**src/rtl/bio_pkg.sv**
```systemverilog
package bio_pkg;

   typedef struct packed {
      logic valid;
      logic out_dir;
      logic step_dn;
      logic rep;
   } xfer_mode_t;

   typedef enum logic {
      ST_IDLE = 1'b0,
      ST_RUN  = 1'b1
   } seq_state_t;

   localparam int unsigned FLAG_Z_BIT = 6;
   localparam int unsigned FLAG_N_BIT = 1;

endpackage

```
**src/rtl/bio_decode.sv**
```systemverilog
module bio_decode
   import bio_pkg::*;
#(
   parameter bit STRICT = 1'b1
) (
   input  logic [7:0] opcode,
   output xfer_mode_t mode
);

   logic hit;

   generate
      if (STRICT) begin : g_strict
         assign hit = (opcode[7:5] == 3'b101) && (opcode[2:1] == 2'b01);
      end else begin : g_loose
         assign hit = opcode[7] && !opcode[6] && opcode[1];
      end
   endgenerate

   always_comb begin
      mode.valid   = hit;
      mode.out_dir = opcode[0];
      mode.step_dn = opcode[3];
      mode.rep     = opcode[4];
   end

endmodule

```
**src/rtl/bio_timer.sv**
```systemverilog
module bio_timer #(
   parameter int T_LONG  = 21,
   parameter int T_SHORT = 16,
   parameter int RD_T    = 3,
   parameter int WR_T    = 8
) (
   input  logic clk,
   input  logic rst_n,
   input  logic run,
   input  logic more,
   output logic rd_slot,
   output logic wr_slot,
   output logic last
);

   localparam int TW = $clog2(T_LONG + 1);
   localparam logic [TW-1:0] END_LONG  = TW'(T_LONG - 1);
   localparam logic [TW-1:0] END_SHORT = TW'(T_SHORT - 1);
   localparam logic [TW-1:0] RD_POS    = TW'(RD_T);
   localparam logic [TW-1:0] WR_POS    = TW'(WR_T);

   generate
      if (T_SHORT > T_LONG) begin : g_bad_len
         $error("bio_timer: short iteration longer than long iteration");
      end
      if (RD_T >= WR_T) begin : g_bad_order
         $error("bio_timer: read slot must precede write slot");
      end
      if (WR_T >= T_SHORT - 1) begin : g_bad_wr
         $error("bio_timer: write slot must precede the final cycle");
      end
   endgenerate

   logic [TW-1:0] t_q;
   logic [TW-1:0] t_end;

   assign t_end   = more ? END_LONG : END_SHORT;
   assign last    = run && (t_q == t_end);
   assign rd_slot = run && (t_q == RD_POS);
   assign wr_slot = run && (t_q == WR_POS);

   always_ff @(posedge clk or negedge rst_n) begin
      if (!rst_n) begin
         t_q <= '0;
      end else if (!run || last) begin
         t_q <= '0;
      end else begin
         t_q <= t_q + 1'b1;
      end
   end

endmodule

```
**src/rtl/bio_datapath.sv**
```systemverilog
module bio_datapath
   import bio_pkg::*;
#(
   parameter int ADDR_W = 16,
   parameter int DATA_W = 8,
   parameter int CNT_W  = 8,
   parameter int PORT_W = 8,
   parameter int FLAG_W = 8
) (
   input  logic              clk,
   input  logic              rst_n,
   input  logic              load,
   input  xfer_mode_t        mode_in,
   input  logic [CNT_W-1:0]  b_in,
   input  logic [PORT_W-1:0] c_in,
   input  logic [ADDR_W-1:0] hl_in,
   input  logic [FLAG_W-1:0] flags_in,
   input  logic              capture,
   input  logic              step,
   input  logic              finish,
   input  logic [DATA_W-1:0] mem_rdata,
   input  logic [DATA_W-1:0] port_rdata,
   output logic              out_dir,
   output logic              rep,
   output logic [CNT_W-1:0]  b_q,
   output logic [PORT_W-1:0] c_q,
   output logic [ADDR_W-1:0] hl_q,
   output logic [FLAG_W-1:0] flags_q,
   output logic [DATA_W-1:0] dbuf_q,
   output logic              b_zero
);

   generate
      if (FLAG_W <= FLAG_Z_BIT) begin : g_bad_flags
         $error("bio_datapath: flag byte too narrow");
      end
   endgenerate

   logic step_dn;
   logic [ADDR_W-1:0] hl_next;

   assign b_zero  = (b_q == '0);
   assign hl_next = step_dn ? (hl_q - 1'b1) : (hl_q + 1'b1);

   always_ff @(posedge clk or negedge rst_n) begin
      if (!rst_n) begin
         out_dir <= 1'b0;
         step_dn <= 1'b0;
         rep     <= 1'b0;
         b_q     <= '0;
         c_q     <= '0;
         hl_q    <= '0;
         flags_q <= '0;
         dbuf_q  <= '0;
      end else if (load) begin
         out_dir <= mode_in.out_dir;
         step_dn <= mode_in.step_dn;
         rep     <= mode_in.rep;
         b_q     <= b_in;
         c_q     <= c_in;
         hl_q    <= hl_in;
         flags_q <= flags_in;
      end else begin
         if (capture) begin
            dbuf_q <= out_dir ? mem_rdata : port_rdata;
         end
         if (step) begin
            b_q  <= b_q - 1'b1;
            hl_q <= hl_next;
         end
         if (finish) begin
            flags_q[FLAG_Z_BIT] <= b_zero;
            flags_q[FLAG_N_BIT] <= 1'b1;
         end
      end
   end

endmodule

```
**src/rtl/bio_seq.sv**
```systemverilog
module bio_seq
   import bio_pkg::*;
#(
   parameter int ADDR_W  = 16,
   parameter int DATA_W  = 8,
   parameter int CNT_W   = 8,
   parameter int PORT_W  = 8,
   parameter int FLAG_W  = 8,
   parameter int T_LONG  = 21,
   parameter int T_SHORT = 16,
   parameter int RD_T    = 3,
   parameter int WR_T    = 8,
   parameter bit STRICT  = 1'b1
) (
   input  logic              clk,
   input  logic              rst_n,
   input  logic              start,
   input  logic [7:0]        opcode,
   input  logic [CNT_W-1:0]  b_in,
   input  logic [PORT_W-1:0] c_in,
   input  logic [ADDR_W-1:0] hl_in,
   input  logic [FLAG_W-1:0] flags_in,
   output logic              busy,
   output logic              done,
   output logic [CNT_W-1:0]  b_out,
   output logic [ADDR_W-1:0] hl_out,
   output logic [FLAG_W-1:0] flags_out,
   output logic [ADDR_W-1:0] mem_addr,
   output logic              mem_rd,
   output logic              mem_wr,
   output logic [DATA_W-1:0] mem_wdata,
   input  logic [DATA_W-1:0] mem_rdata,
   output logic [PORT_W-1:0] port_addr,
   output logic              port_rd,
   output logic              port_wr,
   output logic [DATA_W-1:0] port_wdata,
   input  logic [DATA_W-1:0] port_rdata
);

   seq_state_t state_q;
   xfer_mode_t dec_mode;
   logic accept, more, last, rd_slot, wr_slot, finish;
   logic out_dir, rep, b_zero;
   logic [DATA_W-1:0] dbuf;

   bio_decode #(.STRICT(STRICT)) u_dec (
      .opcode (opcode),
      .mode   (dec_mode)
   );

   assign busy   = (state_q == ST_RUN);
   assign accept = (state_q == ST_IDLE) && start && dec_mode.valid;
   assign more   = rep && !b_zero;
   assign finish = last && !more;

   bio_timer #(
      .T_LONG  (T_LONG),
      .T_SHORT (T_SHORT),
      .RD_T    (RD_T),
      .WR_T    (WR_T)
   ) u_tmr (
      .clk     (clk),
      .rst_n   (rst_n),
      .run     (busy),
      .more    (more),
      .rd_slot (rd_slot),
      .wr_slot (wr_slot),
      .last    (last)
   );

   bio_datapath #(
      .ADDR_W (ADDR_W),
      .DATA_W (DATA_W),
      .CNT_W  (CNT_W),
      .PORT_W (PORT_W),
      .FLAG_W (FLAG_W)
   ) u_dp (
      .clk        (clk),
      .rst_n      (rst_n),
      .load       (accept),
      .mode_in    (dec_mode),
      .b_in       (b_in),
      .c_in       (c_in),
      .hl_in      (hl_in),
      .flags_in   (flags_in),
      .capture    (rd_slot),
      .step       (wr_slot),
      .finish     (finish),
      .mem_rdata  (mem_rdata),
      .port_rdata (port_rdata),
      .out_dir    (out_dir),
      .rep        (rep),
      .b_q        (b_out),
      .c_q        (port_addr),
      .hl_q       (hl_out),
      .flags_q    (flags_out),
      .dbuf_q     (dbuf),
      .b_zero     (b_zero)
   );

   always_ff @(posedge clk or negedge rst_n) begin
      if (!rst_n) begin
         state_q <= ST_IDLE;
         done    <= 1'b0;
      end else begin
         done <= busy && finish;
         case (state_q)
            ST_IDLE: if (accept) state_q <= ST_RUN;
            ST_RUN:  if (finish) state_q <= ST_IDLE;
            default: state_q <= ST_IDLE;
         endcase
      end
   end

   assign mem_addr   = hl_out;
   assign mem_wdata  = dbuf;
   assign port_wdata = dbuf;
   assign mem_rd     = rd_slot && out_dir;
   assign port_rd    = rd_slot && !out_dir;
   assign mem_wr     = wr_slot && !out_dir;
   assign port_wr    = wr_slot && out_dir;

endmodule

```
**config.mk**
```make
export PLATFORM = sky130hd
export DESIGN_NAME = bio_seq
export DESIGN_NICKNAME = d
export VERILOG_FILES = /design/src/rtl/bio_pkg.sv /design/src/rtl/bio_decode.sv /design/src/rtl/bio_timer.sv /design/src/rtl/bio_datapath.sv /design/src/rtl/bio_seq.sv
export SDC_FILE = /design/constraint.sdc
export NUM_CORES = 1
export LEC_CHECK = 0
export BUFFER_PORTS_ARGS = -buffer_cell sky130_fd_sc_hd__buf_2
export CAP_MARGIN = 20
export CORE_ASPECT_RATIO = 2
export CORE_MARGIN = 1.5
export CORE_UTILIZATION = 45
export DETAILED_ROUTE_END_ITERATION = 8
export GPL_TIMING_DRIVEN = 0
export PLACE_DENSITY = 0.73
export SKIP_CTS_REPAIR_TIMING = 1
export SLEW_MARGIN = 20
export SYNTH_ARGS = -nofsm -noshare
export SYNTH_HDL_FRONTEND = slang
export SYNTH_HIERARCHICAL = 1
export SYNTH_SLANG_ARGS = --single-unit
```
**constraint.sdc**
```tcl
create_clock -name clk -period 7.1 [get_ports clk]
set_input_delay 0.71 -clock clk [delete_from_list [all_inputs] [get_ports clk]]
set_output_delay 0.71 -clock clk [all_outputs]
set_load 0.005 [all_outputs]
```
==> results of run 1 <==
[synthesized netlist by cell type, types with 6 or more instances]
cell type	instances	area share [%]
dfrtp_1	58	41
nand2_1	38	4.1
buf_4	28	6.0
xnor2_1	20	5.0
o21ai_0	19	2.7
o21ai_1	19	2.7
ha_1	17	6.1
a21oi_1	14	2.0
mux2i_1	14	4.0
nor2_1	13	1.4
mux2_2	11	3.5
clkbuf_1	10	1.1
inv_1	10	1.1
mux2_1	7	2.3
a22oi_1	6	1.3
nor2b_1	6	1.1
xor2_1	6	1.5
[power breakdown]
part	internal [mW]	switching [mW]	total, mW
clock	0.387	0.146	0.533
sequential	0.418	0.0920	0.510
combinational	0.331	0.307	0.638
total	1.14	0.546	1.68
[state kept, by name, summed over array words and instances (netlist names), 5 cells and up]
signal,count
u_dp/hl_q,16
u_dp/b_q,8
u_dp/c_q,8
u_dp/dbuf_q,8
u_dp/flags_q,8
u_tmr/t_q,5
[worst paths after layout]
path / start / end / depth (start not counted)
max: u_dp/b_q[5] / u_dp/flags_q[6] / 10
min: rst_n / u_dp/hl_q[2] / 1
max reg2reg: u_dp/b_q[5] / u_dp/flags_q[6] / 10
min reg2reg: u_dp/flags_q[4] / u_dp/flags_q[4] / 1
max in group asynchronous: rst_n / u_dp/dbuf_q[0] / 1
min in group clk: u_dp/flags_q[4] / u_dp/flags_q[4] / 1
[metal layers]
layer	vias to the layer above	global-route usage, %	routed length [um]
li1	1515	-	-
met1	1491	22.63	3170
met2	134	44.72	5376
met3	20	4.741	495
met4	0	8.088	169
met5	-	0	0
[kinds of logic after synthesis]
logic type                 count (synthesis)
and+or+nand+nor                           88
AOI/OAI and AO/OA                         79
DFF                                       58
buffers and inverters                     50
muxes                                     32
xor gates and xnor gates                  26
adders and majority gates                 18
[metrics by stage]
step | area, sq um | hold WS (ns) | setup slack [ns] | total power, mW | cells
floorplan | 3500 | 0.4144 | 4.519 | 0.9115 | 351
global placement | 4323 | 0.4653 | 4.295 | 1.125 | 586
detailed placement | 4325 | 0.4736 | 4.253 | 1.144 | 586
CTS | 4693 | 0.4821 | 4.200 | 1.689 | 602
global route | 4693 | 0.5064 | 4.073 | 1.788 | 602
finish | 4693 | 0.4541 | 4.200 | 1.682 | 602
[area by class of cell]
| class | count | area share (%) |
|---|---|---|
| multi-input cells | 243 | 37.38 |
| clock inverters | 5 | 2.666 |
| well taps | 94 | 2.506 |
| repair buffers | 141 | 15.09 |
| plain buffers | 39 | 5.385 |
| clock buffers | 11 | 5.172 |
| flip-flops and latches | 58 | 30.93 |
| inverters | 11 | 0.8798 |
==> run_results.csv, run 1 <==
group,metric,value,unit
floorplanning,start_util,46.38,%
clocking,clk_latency,0.32,ns
floorplanning,core_area,7545,sq um
synthesis,yosysSeqAreaShare,41.47,%
synthesis,yosys.area_share.adder,6.650,%
finish,multi_input_area,1754,sq um
drt,postRouteAntennaNets,0,
finish,area_growth,34.11,%
finish,final_common_cell,"buf_2",
synthesis,synthesis.nets,436,
finish,diodes,0,
sta,rsz0062_at_grt,"false",
finish,layout_common_cells,"141 x buf_2, 58 x dfrtp_1, 38 x nand2_1",
drt,initialDrtViolationCount,95,
drt,vias,3160,
setup_path,worstSetupEndpointType,"flip-flop",
pwr,p_per_area,358.3,nW/um^2
grt,grt_pass1_vias,3134,
clocking,cts_sinks,58,
placed_design,io_buffers,141,
synthesis,syn_area,3500,sq um
setup_path,worstPathMaxFanout,4,
floorplanning,boundaryPins,145,
floorplanning,die_h,127.7,um
sta,max_slew_margin,49.82,%
setup_path,start_kind,"flip-flop",
clocking,cts.path.max_buffers,2,
synthesis,synthArstFlopShare,100.0,%
floorplanning,die-area,8347,sq um
setup_path,critical_path_class,"reg2reg",
clocking,cts_tree,"built",
min_path,holdCritPathClass,"in2async",
sta,finalHoldViolCount,0,
synthesis,synth-main-ff-cell,"dfrtp_1",
floorplanning,core.rowCount,45,
drt,wirelength,9212,um
setup_path,rrSetupSlack,4.20,ns
setup_path,cp_cell_sequence,"or4_1 -> nor4b_2 -> nand2b_4 -> inv_1 -> or3b_1 -> o22ai_1 -> and2_1 -> and2_2 -> mux2i_1 -> o21ai_1",
outcome,outcome,"finished, final reports clean",
drt,wl_per_cell,15.30,um
clocking,root_buffer,"clkbuf_16",
synthesis,synth-compound-area-share,14.37,%
run,maxCapViolCount,0,
finish,area.sequential,1451,sq um
grt,grt_first_pass_wirelength,14650,um
grt,grt_max_degree,59,
sta,setup_viol,0,
finish,fin_nets,588,
synthesis,synthXorXnorAreaFrac,6.507,%
synthesis,netlist_instances,351,
synthesis,muxShareOfSynthArea,9.796,%
synthesis,synth_simple_gate_area_share,12.80,%
sta,slew_violations,0,
grt,track_usage,22.83,%
sta,fin_worst_skew,0.006387,ns
drt,firstDrtPassIters,5,
sta,max_freq,344.8,MHz
clocking,cts_buffers,9,
placed_design,place.gp.congestion,0.9310,
setup_path,cp_num_buf_inv,1,
finish,fillCellCount,691,
synthesis,yosysUniqueCellTypes,50,
synthesis,synth_warnings,6,
clocking,cts_max_level,3,
synthesis,avgSynthCellArea,9.970,sq um
drt,route.detailed.drc,0,
synthesis,ys_seq_elements,58,
finish,drive_gt1_share,40.55,%
finish,utilization,62.21,%
drt,via_per_inst,5.249,
sta,finalCritPeriodShare,40.85,%
placed_design,hpwl,6960,um
sta,tightest_slew,0.7526,ns
setup_path,cp_slowest_stage_delay,0.61,ns
pwr,peakVddDrop,0.2108,mV
pwr,power_leakage,2.349,nW
setup_path,crit_slowest_cell,"or4_1",
sta,fin_tns_setup,0,ns
synthesis,synth_top_family_by_area,"compound AO/OA/AOI/OAI gates",
grt,gr-total-overflow,0,
clocking,clk_pin_slew,0.05,ns
setup_path,crit_family,"simple AND/OR/NAND/NOR gates",
synthesis,synth_edf_count,0,
setup_path,cp_data_required_time,7.29,ns
floorplanning,die_w,65.36,um
grt,antenna_found_initial,0,
setup_path,cp.arrival,3.09,ns
sta,period_minus_slack,2.900,ns
No activity file was read; power rests on OpenSTA's default activity.
==> run 2: changes to the inputs <==
==> constraint.sdc (replaced) <==
create_clock -name clk -period 3.02 [get_ports clk]
set_input_delay 0.302 -clock clk [delete_from_list [all_inputs] [get_ports clk]]
set_output_delay 0.302 -clock clk [all_outputs]
set_load 0.005 [all_outputs]
==> run 2 against run 1 <==
  * Sequential share of layout area is 0.058 points lower
  * Flip-flop and latch count is the same
  * Via count shrank 0.44%
  * Cell count did not move
  * Utilization increased by 0.12 points
  * Worst setup slack worse by 4.1 ns
  * Critical endpoint unchanged
  * Highest routed layer unchanged
==> run_results.csv, run 2 (synthesis gave the netlist of run 1 again) <==
group,metric,value,unit
outcome,outcome,"finished, final reports clean",
grt,grt_first_pass_wirelength,14650,um
pwr,p_per_area,843.0,nW/um^2
sta,period_minus_slack,2.945,ns
pwr,peakVddDrop,0.4946,mV
finish,diodes,0,
grt,grt_pass1_vias,3134,
finish,fillCellCount,691,
finish,area_growth,34.36,%
sta,fin_worst_skew,0.005968,ns
clocking,cts_tree,"built",
sta,max_slew_margin,49.88,%
drt,route.detailed.drc,0,
placed_design,io_buffers,141,
pwr,power_leakage,2.358,nW
setup_path,worstPathMaxFanout,4,
drt,firstDrtPassIters,6,
setup_path,cp_slowest_stage_delay,0.65,ns
floorplanning,die-area,8347,sq um
finish,largest_reg_flops,16,
placed_design,placed_cells,586,
sta,fin_tns_setup,0,ns
setup_path,worstSetupEndpointType,"flip-flop",
drt,postRouteAntennaNets,0,
finish,layout_common_cells,"141 x buf_2, 58 x dfrtp_1, 38 x nand2_1",
grt,track_usage,22.83,%
finish,drive_gt1_share,40.55,%
clocking,cts.path.max_buffers,2,
drt,wl_per_cell,15.48,um
sta,finalHoldViolCount,0,
floorplanning,boundaryPins,145,
min_path,holdCritPathClass,"in2async",
grt,grt_max_degree,59,
drt,via_per_inst,5.226,
setup_path,critical_path_class,"reg2reg",
drt,vias,3146,
setup_path,start_kind,"flip-flop",
grt,gr-total-overflow,0,
setup_path,rrSetupSlack,0.08,ns
finish,utilization,62.32,%
grt,antenna_found_initial,0,
clocking,clk_pin_slew,0.05,ns
setup_path,cp.arrival,3.14,ns
pwr,power,3.964,mW
drt,wirelength,9320,um
floorplanning,core_area,7545,sq um
sta,setup_viol,0,
finish,fin_nets,588,
setup_path,cp_cell_sequence,"or4_1 -> nor4b_4 -> nand2b_4 -> inv_1 -> or3b_1 -> o22ai_1 -> and2_1 -> and2_2 -> mux2i_1 -> o21ai_1",
floorplanning,die_h,127.7,um
finish,stdcell_count,602,
setup_path,cp_data_required_time,3.21,ns
placed_design,hpwl,6960,um
sta,finalCritPeriodShare,97.51,%
floorplanning,die_w,65.36,um
clocking,cts_max_level,3,
placed_design,place.gp.congestion,0.9310,
drt,initialDrtViolationCount,119,
sta,max_freq,339.6,MHz
clocking,root_buffer,"clkbuf_16",
finish,final_common_cell,"buf_2",
clocking,cts_buffers,9,
floorplanning,start_util,46.38,%
clocking,cts_sinks,58,
floorplanning,core.rowCount,45,
finish,largest_register,"u_dp/hl_q",
clocking,clk_latency,0.32,ns
sta,slew_violations,0,
sta,tightest_slew,0.7518,ns
run,maxCapViolCount,0,
setup_path,crit_slowest_cell,"or4_1",
==> run 2: path summary, 6_finish.rpt <==
check	startpoint	to	depth (start not counted)
min	rst_n	u_dp/hl_q[2]	1
min in group clk	b_in[7]	u_dp/b_q[7]	3
max in group asynchronous	rst_n	u_dp/dbuf_q[0]	1
max	u_dp/b_q[5]	u_dp/flags_q[6]	10
min reg2reg	u_dp/flags_q[4]	u_dp/flags_q[4]	1
max reg2reg	u_dp/b_q[5]	u_dp/flags_q[6]	10
==> run 2: critical path, delay by kind of cell (launching register included) <==
| kind | cells | cell delay (ns) |
|---|---|---|
| flip-flops | 1 | 0.40 |
| AO/OA/AOI/OAI | 2 | 0.23 |
| buffers and inverters | 1 | 0.05 |
| AND/OR/NAND/NOR | 6 | 1.92 |
| multiplexers | 1 | 0.23 |
==> run 2: where the power goes <==
part	total (mW)	switching (mW)	internal [mW]
combinational	1.51	0.726	0.781
clock	1.25	0.344	0.910
sequential	1.20	0.221	0.983
==> run 2: final cells by class <==
cell class / instances / area [sq um] / area share, %
Inverter: 11 / 41.29 / 0.8781
Sequential cell: 58 / 1451 / 30.87
Tap cell: 94 / 117.6 / 2.501
Clock buffer: 11 / 242.7 / 5.162
Timing Repair Buffer: 141 / 708.2 / 15.06
Multi-Input combinational cell: 243 / 1763 / 37.49
Clock inverter: 5 / 125.1 / 2.661
Buffer: 39 / 252.7 / 5.375
==> run 2: metrics by stage <==
step	area, sq um	setup WS [ns]	hold slack [ns]
floorplan	3500	0.4391	0.006409
global placement	4323	0.2148	0.4653
detailed placement	4325	0.1726	0.4217
CTS	4693	0.1203	0.07405
global route	4702	-0.01055	0.09837
finish	4702	0.07533	0.04478
==> run 2: layer usage <==
layer | up-vias | global-route usage [%] | share of wire (%)
met5 | - | 0 | 0
met4 | 0 | 8.088 | 1.5
met3 | 14 | 4.741 | 5.1
met2 | 122 | 44.72 | 59
met1 | 1499 | 22.63 | 35
li1 | 1511 | - | -
